$ cat src/rtl/cqr_pkg.sv
package cqr_pkg;

  typedef enum logic [1:0] {
    RSP_DATA  = 2'd0,
    RSP_EMPTY = 2'd1,
    RSP_OVFL  = 2'd2
  } rsp_kind_e;

  typedef struct packed {
    logic [19:0] qpid;
    logic        sw;
    logic [4:0]  status;
    logic        sq;
    logic [3:0]  opcode;
  } cqe_hdr_t;

  localparam int LAP_BIT = 63;
  localparam logic [2:0] TMR_RETURN = 3'd7;
  localparam logic [2:0] TMR_ARMED  = 3'd6;

  function automatic cqe_hdr_t cqr_unpack(input logic [31:0] w);
    cqe_hdr_t h;
    h.qpid   = w[31:12];
    h.sw     = w[11];
    h.status = w[9:5];
    h.sq     = w[4];
    h.opcode = w[3:0];
    return h;
  endfunction

  function automatic int cqr_threshold(input int depth, input int cmax);
    int t;
    t = depth / 16;
    if (t > cmax) t = cmax;
    if (t < 1) t = 1;
    return t;
  endfunction

endpackage

$ cat src/rtl/cqr_hdr_decode.sv
module cqr_hdr_decode (
  input  logic [31:0]      hdr_word,
  output cqr_pkg::cqe_hdr_t fields
);
  always_comb fields = cqr_pkg::cqr_unpack(hdr_word);
endmodule

$ cat src/rtl/cqr_ring_ptr.sv
module cqr_ring_ptr #(
  parameter int DEPTH = 64,
  parameter int IDX_W = 6
) (
  input  logic             clk,
  input  logic             rst_n,
  input  logic             consume,
  input  logic [63:0]      tag_in,
  input  logic             set_err,
  output logic [IDX_W-1:0] cidx,
  output logic [IDX_W-1:0] prev_idx,
  output logic             exp_gen,
  output logic [63:0]      saved_tag,
  output logic             err,
  output logic             wrap_evt
);
  localparam logic [IDX_W-1:0] LAST = IDX_W'(DEPTH - 1);

  assign wrap_evt = consume && (cidx == LAST);
  assign prev_idx = (cidx == '0) ? LAST : cidx - 1'b1;

  always_ff @(posedge clk) begin
    if (!rst_n) begin
      cidx      <= '0;
      exp_gen   <= 1'b1;
      saved_tag <= '0;
      err       <= 1'b0;
    end else begin
      if (consume) begin
        saved_tag <= tag_in;
        if (wrap_evt) begin
          cidx    <= '0;
          exp_gen <= ~exp_gen;
        end else begin
          cidx <= cidx + 1'b1;
        end
      end
      if (set_err) err <= 1'b1;
    end
  end
endmodule

$ cat src/rtl/cqr_credit.sv
module cqr_credit #(
  parameter int CRED_W = 4,
  parameter int CNT_W  = 8,
  parameter int THRESH = 4
) (
  input  logic              clk,
  input  logic              rst_n,
  input  logic              consume,
  input  logic              arm_start,
  input  logic              arm_se,
  input  logic              wr_ready,
  output logic              wr_valid,
  output logic [CRED_W-1:0] wr_inc,
  output logic              wr_arm,
  output logic [2:0]        wr_timer,
  output logic              busy
);
  localparam logic [CNT_W-1:0] MAXV = CNT_W'((1 << CRED_W) - 1);
  localparam logic [CNT_W-1:0] THV  = CNT_W'(THRESH);

  logic [CNT_W-1:0] pend;
  logic [CNT_W-1:0] offer;
  logic             big, last, fire, se_q;

  always_comb begin
    big      = pend > MAXV;
    offer    = big ? MAXV : pend;
    last     = busy && !big;
    wr_valid = busy || (pend >= THV);
    wr_inc   = offer[CRED_W-1:0];
    wr_arm   = last && se_q;
    wr_timer = last ? cqr_pkg::TMR_ARMED : cqr_pkg::TMR_RETURN;
    fire     = wr_valid && wr_ready;
  end

  always_ff @(posedge clk) begin
    if (!rst_n) begin
      pend <= '0;
      busy <= 1'b0;
      se_q <= 1'b0;
    end else begin
      pend <= pend + CNT_W'(consume) - (fire ? offer : '0);
      if (arm_start) begin
        busy <= 1'b1;
        se_q <= arm_se;
      end else if (fire && last) begin
        busy <= 1'b0;
      end
    end
  end
endmodule

$ cat src/rtl/cqr_reader.sv
module cqr_reader #(
  parameter int DEPTH  = 64,
  parameter int CRED_W = 4,
  parameter int QID_W  = 16,
  parameter int IDX_W  = $clog2(DEPTH)
) (
  input  logic              clk,
  input  logic              rst_n,
  input  logic [QID_W-1:0]  cq_id,
  input  logic              poll_req,
  output logic              poll_ready,
  output logic              rsp_valid,
  output logic [1:0]        rsp_kind,
  output logic [IDX_W-1:0]  rsp_slot,
  output logic [19:0]       rsp_qpid,
  output logic              rsp_sw,
  output logic [4:0]        rsp_status,
  output logic              rsp_sq,
  output logic [3:0]        rsp_opcode,
  output logic              cq_err,
  output logic              mem_rd_en,
  output logic [IDX_W-1:0]  mem_rd_addr,
  input  logic [31:0]       mem_rd_hdr,
  input  logic [63:0]       mem_rd_tag,
  input  logic              arm_req,
  input  logic              arm_se,
  output logic              arm_ready,
  output logic              dbw_valid,
  input  logic              dbw_ready,
  output logic [CRED_W-1:0] dbw_inc,
  output logic              dbw_arm,
  output logic [2:0]        dbw_timer,
  output logic [QID_W-1:0]  dbw_qid
);
  import cqr_pkg::*;

  localparam int CRED_MAX = (1 << CRED_W) - 1;
  localparam int THRESH   = cqr_threshold(DEPTH, CRED_MAX);
  localparam int CNT_W    = (IDX_W + 2 > CRED_W + 1) ? IDX_W + 2 : CRED_W + 1;

  typedef enum logic [1:0] {ST_IDLE, ST_PREV, ST_CUR} st_e;
  st_e st;

  logic [IDX_W-1:0] cidx, prev_idx;
  logic [63:0]      saved_tag;
  logic             exp_gen, arm_busy;
  logic             ev_consume, ev_wrap, ev_ovfl;
  logic             poll_go, arm_go, tag_mismatch, lap_match;
  cqe_hdr_t         dec;

  cqr_ring_ptr #(.DEPTH(DEPTH), .IDX_W(IDX_W)) u_ptr (
    .clk(clk), .rst_n(rst_n), .consume(ev_consume), .tag_in(mem_rd_tag),
    .set_err(ev_ovfl), .cidx(cidx), .prev_idx(prev_idx), .exp_gen(exp_gen),
    .saved_tag(saved_tag), .err(cq_err), .wrap_evt(ev_wrap)
  );

  cqr_credit #(.CRED_W(CRED_W), .CNT_W(CNT_W), .THRESH(THRESH)) u_cred (
    .clk(clk), .rst_n(rst_n), .consume(ev_consume), .arm_start(arm_go),
    .arm_se(arm_se), .wr_ready(dbw_ready), .wr_valid(dbw_valid),
    .wr_inc(dbw_inc), .wr_arm(dbw_arm), .wr_timer(dbw_timer), .busy(arm_busy)
  );

  cqr_hdr_decode u_dec (.hdr_word(mem_rd_hdr), .fields(dec));

  assign dbw_qid = cq_id;

  always_comb begin
    arm_ready    = (st == ST_IDLE) && !arm_busy;
    poll_ready   = arm_ready && !arm_req;
    poll_go      = poll_req && poll_ready;
    arm_go       = arm_req && arm_ready;
    tag_mismatch = mem_rd_tag != saved_tag;
    lap_match    = mem_rd_tag[LAP_BIT] == exp_gen;
    mem_rd_en    = 1'b0;
    mem_rd_addr  = cidx;
    ev_ovfl      = 1'b0;
    ev_consume   = 1'b0;
    case (st)
      ST_IDLE: if (poll_go && !cq_err) begin
        mem_rd_en   = 1'b1;
        mem_rd_addr = prev_idx;
      end
      ST_PREV: if (tag_mismatch) ev_ovfl = 1'b1;
               else mem_rd_en = 1'b1;
      ST_CUR:  ev_consume = lap_match;
      default: ;
    endcase
  end

  always_ff @(posedge clk) begin
    if (!rst_n) begin
      st         <= ST_IDLE;
      rsp_valid  <= 1'b0;
      rsp_kind   <= RSP_EMPTY;
      rsp_slot   <= '0;
      rsp_qpid   <= '0;
      rsp_sw     <= 1'b0;
      rsp_status <= '0;
      rsp_sq     <= 1'b0;
      rsp_opcode <= '0;
    end else begin
      rsp_valid <= 1'b0;
      case (st)
        ST_IDLE: if (poll_go) begin
          if (cq_err) begin
            rsp_valid <= 1'b1;
            rsp_kind  <= RSP_EMPTY;
          end else begin
            st <= ST_PREV;
          end
        end
        ST_PREV: begin
          if (tag_mismatch) begin
            rsp_valid <= 1'b1;
            rsp_kind  <= RSP_OVFL;
            st        <= ST_IDLE;
          end else begin
            st <= ST_CUR;
          end
        end
        ST_CUR: begin
          rsp_valid <= 1'b1;
          st        <= ST_IDLE;
          if (lap_match) begin
            rsp_kind   <= RSP_DATA;
            rsp_slot   <= cidx;
            rsp_qpid   <= dec.qpid;
            rsp_sw     <= dec.sw;
            rsp_status <= dec.status;
            rsp_sq     <= dec.sq;
            rsp_opcode <= dec.opcode;
          end else begin
            rsp_kind <= RSP_EMPTY;
          end
        end
        default: st <= ST_IDLE;
      endcase
    end
  end
endmodule

$ cat config.mk
export PLATFORM = sky130hd
export DESIGN_NAME = cqr_reader
export DESIGN_NICKNAME = d
export VERILOG_FILES = /design/src/rtl/cqr_pkg.sv /design/src/rtl/cqr_hdr_decode.sv /design/src/rtl/cqr_ring_ptr.sv /design/src/rtl/cqr_credit.sv /design/src/rtl/cqr_reader.sv
export SDC_FILE = /design/constraint.sdc
export NUM_CORES = 1
export LEC_CHECK = 0
export BUFFER_PORTS_ARGS = -buffer_cell sky130_fd_sc_hd__buf_2
export CORE_ASPECT_RATIO = 1.75
export CORE_MARGIN = 2
export CORE_UTILIZATION = 37
export CTS_BUF_LIST = sky130_fd_sc_hd__clkbuf_16
export CTS_CLUSTER_SIZE = 30
export DETAILED_ROUTE_END_ITERATION = 12
export SLEW_MARGIN = 20
export SYNTH_ARGS = -nofsm -noshare
export SYNTH_HDL_FRONTEND = slang
export SYNTH_SLANG_ARGS = --single-unit
$ cat constraint.sdc
create_clock -name clk -period 2.58 [get_ports clk]
set_input_delay 0 -clock clk [delete_from_list [all_inputs] [get_ports clk]]
set_output_delay 0 -clock clk [all_outputs]
set_load 0.02 [all_outputs]
Word-level counts from Yosys, hierarchy flattened
Cells that the tools add are included. Widths: inputs -> output; s select.

Bits of input ports: 118. Register bits: 124.

Add/sub/neg operators: 4. Bitwise gates (word level): 1. Muxes and demuxes: 27. Equal/unequal tests: 9. $lt $le $gt $ge: 2. Reductions and logical operators: 23.

Operators by type and width (count): $ne 64x64->1 (1); $mux 6 (4); $mux 8 (2); $mux 2 (6); $mux 1 (11); $logic_and 1x1->1 (10); $add 8x1->8 (1); $ge 8x3->1 const B (1); $gt 8x4->1 const B (1); $sub 8x8->8 (1); $add 6x1->6 const B (1); $eq 6x6->1 const B (1); $logic_not 6->1 (1); $ne 2x2->1 const B (3); $pmux 2 s3 (1); $reduce_and 2->1 (3); $sub 6x1->6 const B (1); $logic_not 1->1 (4); $pmux 2 s2 (1); $reduce_and 4->1 (1); $pmux 1 s3 (1); $reduce_bool 3->1 (1); $eq 2x1->1 const B (1); $eq 2x2->1 const B (1); other kinds (7) (7).

Depth between registers and ports, before layout
Gate-level depths: netlist of run 1.

Depth after elaboration: 7. Mapped depth: 15. Mapped depth without buffers: 15.

By module
From an unflattened synthesis of run 1, not the netlist that was laid out.

Cells, all modules: 690. Area total of the unflattened synthesis: 6184.7 um2.

Modules (own cells, without submodules): cqr_ring_ptr (instances 1, sequential area each 1441.4 um2, area an instance 2705.1 um2, cells an instance 266); cqr_reader (instances 1, sequential area each 840.8 um2, area an instance 2428.6 um2, cells an instance 296); cqr_credit (instances 1, sequential area each 200.2 um2, area an instance 818.3 um2, cells an instance 97); cqr_hdr_decode (instances 1, sequential area each 0.0 um2, area an instance 232.7 um2, cells an instance 31).

Least setup slack after synthesis of run 1
OpenSTA, ideal clock, no wires.

Path kind: register to register. Start point: reg u_cred.pend[4]. End point: reg u_cred.pend[6]. Arrival: 2.922 ns. Stages on the path, launching flop included: 16. Clock period less this slack: 3.043 ns. Buffers on the path: 0. Setup time: 0.121 ns. Setup slack: -0.463 ns. Cells stage by stage: dfxtp_1 -> nor4_4 -> nand2b_2 -> or3_4 -> and3_1 -> ha_1 -> inv_1 -> ha_1 -> inv_1 -> fa_1 -> nor2b_1 -> o21ai_0 -> nand2b_1 -> a21o_1 -> a21oi_1 -> mux2i_1.

Elaborated cells on any way between the ends: 8.

RTL lines: start, declared (line cqr_credit.sv:21) `logic [CNT_W-1:0] pend;`; start signal, assigned (line cqr_credit.sv:42) `pend <= pend + CNT_W'(consume) - (fire ? offer : '0);`; $gt 8x4->1 (line cqr_credit.sv:26) `big = pend > MAXV;`; $mux 8 (line cqr_credit.sv:27) `offer = big ? MAXV : pend;`; net dbw_inc[2] (line cqr_reader.sv:30) `output logic [CRED_W-1:0] dbw_inc,`; $mux 8 (line cqr_credit.sv:42); $sub 8x8->8 (line cqr_credit.sv:42).

The timed path passes the listed nets, and every way through them passes these cells. A chain may end at the register's enable or synchronous reset.

Worst setup path in the final report of run 1
Start point: reg u_cred.pend[5]. End point: reg u_cred.pend[7].

Longest elaborated chain between the ends: 5. Elaborated cells on any way between the ends: 8.

Ends and longest elaborated chain: $ge 8x3->1 (line cqr_credit.sv:29) `wr_valid = busy || (pend >= THV);`; $logic_or 1x1->1 (line cqr_credit.sv:29); $logic_and 1x1->1 (line cqr_credit.sv:33) `fire = wr_valid && wr_ready;`; $mux 8 (line cqr_credit.sv:42); $sub 8x8->8 * (line cqr_credit.sv:42).

Every way passes the cells marked *; elsewhere a longest branch is shown, timed or not.

==> results.md, run 1 <==
Outcome:
- The flow ran to the end, but the final reports show violations.
- The checks that failed: setup timing.

Logic synthesis:
- The count of unique library cells instantiated by Yosys is 51.
- The flip-flop and latch count after synthesis is 124.
- Sorting the synthesized cells by area gives the leading types as dfxtp_1 41%, nand2_1 14%, xnor2_1 10%.
- The library cell with the highest instance count after synthesis is nand2_1.
- Averaged over all synthesized cells, the footprint is 8.454 sq um.
- Synthesis produced a netlist whose cell count is 723.
- The synthesized design contains 0 enable-type register cells.
- Of all flip-flops after synthesis, the portion carrying an async set or reset was 0%.
- Sorting the synthesized cells by how often they occur yields 222 x nand2_1, 124 x dfxtp_1, 72 x xnor2_1, 60 x a21boi_1, 44 x a21boi_0.
- The share of the yosys chip area belonging to registers is 40.61%.
- The synthesized area is 6112 sq um.
- Yosys printed 0 warnings.
- The largest area contributor in the synthesized netlist is dfxtp_1.
- The share of Yosys cell area claimed by the top area cell type is around two fifths.
- The flip-flop cell with the highest count after synthesis is dfxtp_1.

Min path:
- The critical hold path startpoint is cq_id[12].
- The path with the worst hold slack has its endpoint at dbw_qid[12].
- The worst hold path cell count is 0.
- The path class of the lowest-slack min-delay path is in2out.

Critical path:
- The endpoint required time on the critical path is 2890 ps.
- The endpoint of the lowest-slack register-to-register path is u_cred.pend[7].
- For flop-to-flop paths, the worst setup slack is -280 ps.
- The biggest fanout along the worst timing path is 2.
- At the worst endpoint, the arrival time is around 3200 ps.
- The element type at the critical path end is a register.
- The category of the critical setup timing path is reg2reg.
- In this run the critical register-to-register path is launched from u_cred.pend[5].
- Counting cells, the worst reg-to-reg path comes to 13.
- STA classifies the critical path startpoint as a register.

Timing:
- The count of pins over their slew limit is 0.
- The share of the clock period used by the worst path is 110.7%.
- The final setup violation count is 6.
- For the pin with the worst max-slew slack, the measured transition is about 510 ps.
- The remaining max-slew budget at the tightest pin is 66.14%.
- Setup repair after global routing could not meet its margin everywhere.
- The final hold violation count was 0.
- For the final routed database, the setup TNS stands at -1113 ps.
- For the final database, setup skew stands at 10.18 ps.
- Across all setup checks in the final design, the least slack found is -276.9 ps.
- The achievable frequency is between 300 and 400 MHz.
- After layout, the minimum clock period comes to between 2000 and 3000 ps.

CTS:
- No sink is reached through more buffers than the 2 on the longest clock path.
- The clock tree from TritonCTS is yes.
- In this run the number of H-tree levels came out at 4.
- Clock-pin slew was measured on the worst setup and hold paths at 60 ps.
- The number of buffers created by CTS is 17.
- The clock reaches the later pin of the worst-skew pair after between 400 and 500 ps.
- In this run the clock root is driven by a clkbuf_16.
- The number of sinks handled by clock tree synthesis is 124.

Drt:
- The first-pass iteration count of the detailed router is 4.
- The routed layout has 5,433 vias.
- The detailed router finished its first iteration with ~190 violations.
- The per-cell via count in the routed design is between 4 and 5.
- Dividing the detail-routed wire length by the instance count gives 13.27 um.
- Summed over all layers, the routed wires come to 15.50 mm.
- In this run the remaining antenna-violating nets after routing total 0.
- For this run, design rule violations remaining after detail routing come to 0.

Cells and area:
- For this run, the post-layout net count is 1,098.
- Summing all non-filler instances in the final layout gives an area of 8736 sq um.
- Compared with the post-synthesis result, the final layout area differs by 42.93%.
- The layout cell share with drive strength beyond 1 is roughly 25%.

Job:
- Max-cap violations in this run came to 0.

Pwr:
- The sequential cell fraction of total power is 32.1%.
- The switching power share of the total is 27.72%.
- IR analysis of the VDD net gives a maximum drop of 0.3842 mV.
- Summed over all nets, the switching power comes to 1.760 mW.
- Combinational logic is responsible for 27.3% of the overall power.
- The cell leakage power is about 3.5 nW.
- The clock network fraction of total power is 40.7%.
- The internal portion of the total power is 4.589 mW.
- Dividing total power by cell area gives a power density of 726.8 nW/um^2.

Placed design:
- The HPWL after detailed placement is 9.677 mm.
- The weighted congestion at the end of routability-driven global placement is roughly 0.74.
- The placed standard-cell area is around 6900 sq um.
- Input and output buffers added on the ports amount to between 150 and 200.
- The setup slack after placement is -283.4 ps.

Global routing:
- The number of global-route vias before repair is 5,301.
- The total track usage is between 10% and 20%.
- The number of antenna violations at the first check in global routing is 1.
- The largest net degree at the start of global routing is 108.
- The first global-routing pass estimated between 20 and 30 mm of wire.
- The overflow left after global routing is 0.

Floorplan:
- From left edge to right edge, the die measures 101.2 um.
- For this configuration, the core starts out at a cell density of 37.52%.
- The I/O pin count is 193.
- In this run the core area contains 62 standard-cell rows.
- The floorplan step defined a die boundary enclosing 17,600 sq um.
- The placeable core region is 16,290 sq um.
- In this run the vertical extent of the chip is ~170 um.
[power groups by stage]
stage | combinational (mW) | clock [mW] | sequential (mW)
after global routing | 1.89 | 2.74 | 2.04
after CTS | 1.61 | 2.66 | 2.03
final | 1.73 | 2.58 | 2.04
after detailed placement | 1.26 | 0 | 2.08
after floorplan | 0.908 | 0 | 2.07
after global placement | 1.25 | 0 | 2.07
[metrics by stage]
| step | instances | power (mW) | hold WS [ps] | utilization [%] |
|---|---|---|---|---|
| after detailed placement | 1025 | 3.338 | 0.1487 | 42.60 |
| final | 1168 | 6.349 | 0.007743 | 53.63 |
| after floorplan | 727 | 2.978 | 79.38 | - |
| after global placement | 1025 | 3.328 | 0.1487 | 42.60 |
| after global routing | 1168 | 6.673 | 0.02923 | 53.63 |
| after CTS | 1165 | 6.294 | 0.1487 | 53.18 |
[state kept, by name (all words and copies together), names as in the netlist, 2 cells and up]
name and cells:
u_cred.pend 8, rsp_qpid 20, u_ptr.cidx 6, rsp_status 5, st 2, u_ptr.saved_tag 64, rsp_kind 2, rsp_slot 6
rsp_opcode 4
[worst max-delay path by stage]
stage / start / slack [ps] / end
2_1_floorplan: u_cred.pend[5] / -360 / u_cred.pend[6]
3_3_place_gp: u_cred.pend[5] / -250 / u_cred.pend[6]
3_5_place_dp: u_cred.pend[5] / -280 / u_cred.pend[6]
4_1_cts: u_cred.pend[4] / -280 / u_cred.pend[7]
5_1_grt: u_cred.pend[5] / -410 / u_cred.pend[7]
6_report: u_cred.pend[5] / -280 / u_cred.pend[7]
[final cells by class]
type	count	area [sq um]
diodes	1	2.502
clock buffers	17	425.4
clock inverters	15	209.0
fillers	1512	7555
inverters	11	46.29
multi-input cells	532	3344
flip-flops and latches	124	2485
well taps	192	240.2
repair buffers	276	1983
[metal layers]
layer / vias up / routed length, um / global-route usage [%] / part of all wire, %
met2: 126 / 8062 / 31.46 / 52
li1: 2829 / - / - / -
met1: 2451 / 6468 / 20.40 / 42
met4: 0 / 313 / 6.700 / 2.0
met5: - / 0 / 0 / 0
met3: 27 / 659 / 4.142 / 4.3
[kinds of logic (layout without fill, tap and decap cells)]
family / count (synthesis) / in the layout / share of synthesized area, %
AOI/OAI and AO/OA: 132 / 132 / 15.70
xor gates and xnor gates: 74 / 74 / 10.60
adders and majority gates: 18 / 18 / 3.808
buffers and inverters: 71 / 319 / 6.714
DFF: 124 / 124 / 40.61
muxes: 1 / 1 / 0.1638
other: 1 / 6 / 0.06135
and+or+nand+nor: 302 / 302 / 22.33
[critical path: stages, from the launching register on]
cell	delay (ps)
dfxtp_2	340
nor4_4	360
nand2b_4	80
or3_4	370
buf_4	140
nand3_2	80
ha_4	210
ha_4	200
a21o_1	180
a21oi_2	200
o21ai_2	90
o41ai_2	240
xnor2_1	110
and2_1	150
[cell usage in the layout (no fill, tap or decap), types with 3 or more instances in the layout]
cell,netlist,layout
inv_6,1,6
and3_1,4,3
nand4_1,18,18
bufinv_16,0,4
buf_6,2,3
xnor2_1,72,71
a21boi_1,60,60
dlygate4sd3_1,0,101
nor2_1,12,11
ha_4,0,4
o21ai_0,8,7
nand2_1,222,222
ha_1,17,13
a21boi_0,44,44
conb_1,1,5
dfxtp_1,124,122
nand3_1,6,5
nor3_1,3,3
a21oi_1,7,6
nor4_2,1,3
nand2b_1,3,3
inv_2,0,3
buf_2,15,156
clkbuf_16,0,17
buf_4,28,13
a21o_1,4,4
inv_1,10,7
and2_1,10,10
buf_12,0,3
[repair_timing]
item	CTS	global route
hold endpoints to repair	98	0
hold buffers	101	0
setup buffers	7	5
gates resized for setup	8	8
pin swaps	2	6
setup endpoints to repair	5	7
(Power assumes the default switching activity.)
==> inputs of run 2 (changes only) <==
--- a/config.mk
+++ b/config.mk
@@ -15,4 +15,5 @@
 export SLEW_MARGIN = 20
 export SYNTH_ARGS = -nofsm -noshare
 export SYNTH_HDL_FRONTEND = slang
+export SYNTH_HIERARCHICAL = 1
 export SYNTH_SLANG_ARGS = --single-unit
==> run 2 against run 1 <==
The flow now finishes without violations. Sequential power is essentially flat. Clock skew shrank 3.7 ps. Largest cell class unchanged. Cell area fell by 4.0%. Critical path depth fell by 3. Via count shrank 3.9%. Register-to-register slack gained 390 ps.
==> results.md, run 2 <==
Outcome:
- The run finished with clean final reports.

Placed design:
- Routability-driven placement finished with a final weighted congestion of 0.7357.
- The placed standard-cell area is 6838 sq um.
- At the placement stage, the worst setup path has a slack of 19.09 ps.
- The HPWL after detailed placement is 10.34 mm.
- The cell count after placement is 1,005.
- Input and output buffers added on the ports amount to 157.

Logic synthesis:
- The flip-flop cell with the highest count after synthesis is dfxtp_1.
- The count of unique library cells instantiated by Yosys is 50.
- After synthesis, flip-flops and latches occupy 40.14% of the total area.
- The average instance in the mapped netlist occupies 8.963 sq um.
- In the synthesized netlist the async set-or-reset flop fraction comes to 0%.
- The number of warning messages in the yosys log is 6.
- In this run the biggest area consumer among cell types represents between 40% and 50% of the synthesized area.
- The library cell with the highest instance count after synthesis is dfxtp_1.
- After synthesis, the cell types taking the most area are dfxtp_1 40%, mux2i_1 11%, xnor2_1 9.5%.
- In this run the cell area of the synthesized design comes to 6185 sq um.
- Synthesis produced 690 cells.
- Counting flops with a built-in enable in the synthesized netlist gives 0.
- The flip-flop and latch count after synthesis is 124.
- In the synthesized netlist, the cells that appear most often are 124 x dfxtp_1, 95 x nand2_1, 77 x nor2_1, 67 x mux2i_1, 67 x xnor2_1.
- The largest area contributor in the synthesized netlist is dfxtp_1.

Cells and area:
- In the layout the commonest cells are 157 x buf_2, 124 x dfxtp_1, 98 x dlygate4sd3_1.
- In the final layout, the registers with the most flip-flops are u_ptr/saved_tag x64, rsp_qpid x20, u_cred/pend x8.
- The register with the most flip-flops is u_ptr/saved_tag.
- The final net count is approximately 1.0k.
- The repair_antennas step left the layout with diodes totalling 0.
- The end-of-flow core utilization is about half.
- Leaving out fill and tap cells, the most frequent cell in the layout is buf_2.
- With fillers left out, the area of the finished cells amounts to roughly 8400 sq um.
- The finished layout holds approximately 1.1k standard cells, fillers aside.
- Relative to the synthesized area, the layout overhead comes to 35.65%.
- In the final layout, flip-flops and latches occupy 2482 sq um.
- In the final layout, the share of cells above drive strength 1 is 23.79%.
- The flip-flop count of the largest register, all copies and words added is 64.
- Summing all multi-input logic gate instances after layout gives about 3200 sq um.
- The number of fillers in the final layout is 1,529.

Pwr:
- The power density of the placed cells is 668.2 nW/um^2.
- The peak supply drop is 0.3965 mV.
- Summed over all cells, the static leakage comes to ~3.3 nW.
- The design draws 5.606 mW.

CTS:
- The clock passes through at most 2 buffers.
- The number of setup buffers added after CTS is 0.
- The number of sinks handled by clock tree synthesis is 124.
- In this run the number of H-tree levels came out at 4.
- The register clock-pin slew on the reported worst setup and hold paths is 50 ps.
- Clock latency on the worst-skew pair, taken at its later pin, is slightly above 400 ps.
- The clock tree from TritonCTS is yes.
- Clock tree synthesis selected as its root buffer the cell clkbuf_16.
- The number of buffers created by CTS is 17.

Drt:
- After detailed routing, the met2 layer carries 8.502 mm of wire.
- The per-cell via count in the routed design is 4.610.
- The wire length on met3 is 662 um.
- The first detailed-routing pass ran for 4 iterations.
- Summing over every cut layer, the via total after detailed routing is 5,219.
- For this block, the initial DRC count from the detailed router was between 100 and 150.
- After detailed routing, the average wire length per cell comes to 13.47 um.
- The remaining routing DRC violations is 0.
- The highest metal layer carrying signal wires in the routed design is met4.
- The post-route met1 wirelength is about 5.8 mm.
- The routed design has 15.25 mm of wire.
- The post-detailed-route count of antenna-violating nets is 0.

Global routing:
- The number of global-route vias before repair was 5,185.
- Global routing used 17.19% of the available tracks across all layers.
- The overflow left after global routing is 0.
- The largest net degree at the start of global routing is 56.
- The first global-routing pass estimated ~24 mm of wire.
- The number of antenna violations at the first check in global routing was 0.

Floorplan:
- The I/O pin count is between 150 and 200.
- The placeable core region is 16,370 sq um.
- The initial utilization of the core area, before any placement, comes to between 30 and 40%.
- The die height is 175.0 um.
- The number of core rows is 62.
- The die covers 17,810 sq um.
- The die width is 101.7 um.

Critical path:
- For the worst setup path, the data required time is just under 3000 ps.
- The biggest fanout along the worst timing path is 9.
- The data arrival time of the critical path is 2810 ps.
- The critical path is of the reg2reg type.
- The launching element type of the critical path is a register.
- STA classifies the critical path endpoint as a register.

Timing:
- After layout, the minimum clock period comes to 2464 ps.
- The clock arrives with 6.466 ps of skew.
- The setup TNS is 0 ps.
- The count of pins over their slew limit came to 0.
- The final setup violation count is 0.
- Derived from the worst setup path, the maximum achievable clock frequency is 405.9 MHz.
- After layout, the worst path uses a little over nine tenths of the clock period.
- Setup repair after global routing could not meet its margin everywhere.
- The final hold violation count is 0.
- The tightest hold path in the finished design has a slack of 0.007300 ps.
- The slew of the pin with the lowest slew margin is 908.0 ps.
- In this run the tightest slew margin relative to its limit is about two fifths.
- The final worst-path setup slack is 116.1 ps.

Min path:
- In this run the worst hold path is classified as in2out.

Job:
- The number of max-cap violations is 0.
run 2: cell count changes in the layout (fill, tap and decap cells not counted), moves of 7 or more:
cell and change:
a21oi_1 +34, inv_1 +7, mux2i_1 +66, a21boi_0 -44, nand2_1 -127, and2_1 -7
a21boi_1 -60, nor2_1 +66
run 2: area by class of cell:
class	count	share of cell area (%)
inverters	15	0.7010
well taps	224	3.341
flip-flops and latches	124	29.59
clock inverters	12	1.581
multi-input cells	475	37.61
repair buffers	265	22.10
clock buffers	17	5.071
run 2: path summary, 6_finish.rpt:
check / slack, ps / depth (start not counted) / startpoint / to
worst min register to register: 450 / 2 / rsp_status[4] / rsp_status[4]
worst max-delay path: 120 / 10 / u_cred/pend[5] / u_cred/pend[7]
worst min-delay path: 0.007 / 0 / cq_id[5] / dbw_qid[5]
worst max register to register: 120 / 10 / u_cred/pend[5] / u_cred/pend[7]
run 2: kinds of logic (layout without fill, tap and decap cells):
group / after synthesis / count (layout) / share of synthesized area, %
adder cells (fa/ha/maj): 18 / 18 / 3.763
AO/OA/AOI/OAI: 67 / 67 / 6.170
multiplexers: 73 / 73 / 11.94
XOR/XNOR: 72 / 72 / 10.20
other: 1 / 5 / 0.06063
buffers and inverters: 95 / 309 / 9.286
flip-flops: 124 / 124 / 40.14
AND/OR/NAND/NOR: 240 / 240 / 18.45
run 2: where the power goes:
group	internal [mW]	switching [mW]	total (mW)
sequential	1.98	0.0532	2.04
combinational	0.601	0.654	1.25
clock	1.48	0.835	2.31
total	4.06	1.54	5.61
run 2: timing repair:
action,in CTS,in global routing
endpoints found under the hold margin,98,0
hold buffers,98,0
resized for setup,0,4
setup endpoints to repair,0,4
run 2: routing by layer:
metal  track usage (%)  up-vias
met5                 0        -
met4             7.151        0
met3             3.200       18
met2             33.50      130
met1             16.97     2404
li1                  -     2667
run 2: critical path, stage by stage (launching register included):
cell and delay (ps):
dfxtp_1 330, nor4_4 330, buf_4 210, o21ai_1 70, nand2_1 60, ha_1 240
ha_1 330, a211oi_2 280, o21bai_1 170, o22ai_1 180, mux2i_1 190
==> inputs of run 3 (changes only) <==
--- a/config.mk
+++ b/config.mk
@@ -12,6 +12,7 @@
 export CTS_BUF_LIST = sky130_fd_sc_hd__clkbuf_16
 export CTS_CLUSTER_SIZE = 30
 export DETAILED_ROUTE_END_ITERATION = 12
+export RECOVER_POWER = 50
 export SLEW_MARGIN = 20
 export SYNTH_ARGS = -nofsm -noshare
 export SYNTH_HDL_FRONTEND = slang
==> run 3 against run 2 <==
Wire length grew 0.25%. Global-route usage did not move. Utilization is 0.41 points lower. Critical path depth unchanged. Combinational power about the same. First-iteration DRC count fell by 6.6%. Clock skew decreased by 1.6 ps. Via count fell by 0.19%. Non-clock buffer count stayed put. Power is 0.17% lower. Critical endpoint unchanged. Largest cell class unchanged. Largest power group unchanged. Highest routed layer unchanged.
==> results.md, run 3 (synthesis results as in run 2) <==
Outcome:
- The flow ran to the end, and the final reports show no timing, DRC or antenna violations.

Cells and area:
- The register with the most flip-flops is u_ptr/saved_tag.
- The most common cell after layout, fill and taps aside is dfxtp_1.
- The final layout contains 1,034 nets.
- Leaving out filler cells and counting taps, the final layout contains 1,132.
- Relative to the synthesized area, the layout overhead comes to 34.57%.
- The flip-flop count of the largest register, all copies and words added is 64.
- Of the cells placed in the final design, the portion with a size suffix greater than 1 is 18.39%.
- The top cell types in the final layout, fill and taps aside, are 124 x dfxtp_1, 109 x buf_2, 98 x dlygate4sd3_1.
- The largest registers in the layout are u_ptr/saved_tag x64, rsp_qpid x20, u_cred/pend x8.
- The final antenna diode count is 0.

Critical path:
- Counting stages on the worst path, the most repeated cell is ha_1.
- Counting cells, the worst reg-to-reg path comes to 10.
- The endpoint required time on the critical path is 2920 ps.
- Along the worst path, the maximum fanout reaches 9.
- In this design, the stage delay of the slowest critical-path cell is 330 ps.
- The family with the most delay on the worst path is compound AO/OA/AOI/OAI gates.
- The worst register-to-register path has a setup slack of 130 ps.
- The worst setup path is launched from a register.
- The slowest stage of the critical path belongs to the cell dfxtp_1.
- The most critical setup path has its startpoint at u_cred/pend[5].
- The worst setup path is of the reg2reg kind.
- The path length in cells of the critical path is 10.
- Counting both buffers and inverters, the worst setup path holds a total of 1.
- The worst register-to-register path ends at u_cred/pend[7].
- The endpoint of the worst setup timing path is u_cred/pend[7].
- Traced cell by cell, the critical path runs through nor4_4, buf_4, o21ai_1, nand2_1, ha_1, ha_1, a211oi_2, o21bai_1, o22ai_1, mux2i_1.
- The data arrival time of the critical path is about 2800 ps.
- In this run the critical register-to-register path is launched from u_cred/pend[5].
- The worst setup path is captured at a register.

Timing:
- The count of pins over their slew limit is 0.
- Based on the critical path, the design can be clocked at up to just over 400 MHz.
- The final hold violation count is 0.
- Setup repair after global routing could not meet its margin everywhere.
- The slew of the pin with the lowest slew margin is slightly above 900 ps.
- The final setup violation count is 0.
- The post-route minimum period is ~2500 ps.
- The remaining max-slew budget at the tightest pin is 39.69%.
- The clock skew is roughly 4.9 ps.
- Of the available clock period, the critical path in the final layout requires 95.04%.

CTS:
- After clock tree synthesis, the setup repair step added 0 buffers.
- TritonCTS created 17 clock buffers.
- The library cell used as clock root buffer is clkbuf_16.
- The worst-skew pair later-pin latency is 410 ps.
- The number of H-tree levels is 4.
- The clock tree from TritonCTS is yes.
- Counting along the longest clock path gives a buffer depth of 2.
- The number of sinks handled by clock tree synthesis is ~120.
- After clock tree synthesis, the clock-pin slew on the worst setup and hold paths is 50 ps.

Drt:
- After the first detailed-routing iteration, the DRC count stood at 99.
- The wire length per cell is roughly 14 um.
- Wires add up to 15.29 mm.
- The remaining routing DRC violations is 0.
- The first detailed-routing pass ran for 4 iterations.
- The total number of vias is 5,209.
- After detailed routing, the number of vias per cell comes to roughly 4.6.
- The post-detailed-route count of antenna-violating nets is 0.

Global routing:
- The overflow left after global routing is 0.
- The first global-routing pass estimated between 20 and 25 mm of wire.
- The number of antenna violations at the first check in global routing is 0.
- The number of global-route vias before repair is 5,185.
- Entering global routing, the biggest net connects between 50 and 60 pins.
- The total track usage is between 10% and 20%.

Pwr:
- The cell leakage power is 3.094 nW.
- The power density of the placed cells is about 670 nW/um^2.
- The peak supply drop is 0.3957 mV.
- The final total power is 5.597 mW.

Floorplan:
- The region available for standard cell placement spans 16,370 sq um.
- The die footprint is between 15,000 and 20,000 sq um.
- Row generation in the floorplan step produced 62 rows.
- In this run the horizontal extent of the chip is 101.7 um.
- The I/O pin count is a little under 200.
- The starting density of the core is between 30% and 40%.
- The die height is 175.0 um.

Placed design:
- The cell count after placement is between 1k and 1.5k.
- The weighted congestion at the end of routability-driven global placement is 0.7357.
- Summed over all nets, the half-perimeter wirelength after detailed placement is 10.34 mm.
- The count of input and output buffers is ~160.

Min path:
- The worst hold path belongs to the class in2out.

Job:
- The tool flagged a number of max-cap violations equal to 0.
run 3: layout make-up:
type | count | area [sq um]
clock buffer | 17 | 425.4
clock inverter | 12 | 132.6
fill | 1553 | 8045
inverter | 15 | 58.81
multi-input combinational | 475 | 3152
sequential | 124 | 2482
tap | 224 | 280.3
timing repair buffer | 265 | 1792
run 3: report_power, final:
group	internal, mW	switching [mW]
logic	0.589	0.657
registers	1.98	0.0532
clock network	1.48	0.836
total	4.05	1.55
run 3: routing by layer:
metal / global-route usage (%) / part of all wire [%] / vias up
met5: 0 / 0 / -
met4: 7.151 / 2.0 / 0
met3: 3.200 / 4.2 / 19
met2: 33.50 / 56 / 124
met1: 16.97 / 38 / 2399
li1: - / - / 2667
run 3: worst min-delay path by stage:
stage,startpoint,to,depth (start not counted)
after CTS,cq_id[15],dbw_qid[15],0
final,cq_id[5],dbw_qid[5],0
after detailed placement,cq_id[15],dbw_qid[15],0
after floorplan,arm_req,poll_ready,1
after global routing,cq_id[14],dbw_qid[14],0
after global placement,cq_id[15],dbw_qid[15],0
run 3: what timing repair did:
action | in CTS | in global routing
hold buffers | 98 | 0
gates resized for setup | 0 | 4
setup endpoints to repair | 0 | 4
endpoints found under the hold margin | 98 | 0
run 3: stage by stage:
step | utilization, % | setup slack [ps] | TNS [ps] | hold slack [ps] | instance area [sq um]
detailed placement | 41.78 | 19.09 | 0 | 0.1367 | 6838
CTS | 51.18 | 6.716 | 0 | 0.1367 | 8377
global route | 50.85 | -13.58 | -13.86 | 0.02923 | 8323
finish | 50.85 | 127.9 | 0 | 0.007306 | 8323
global placement | 41.78 | 44.84 | 0 | 0.1367 | 6838
floorplan | - | 85.78 | 0 | 33.87 | 6200
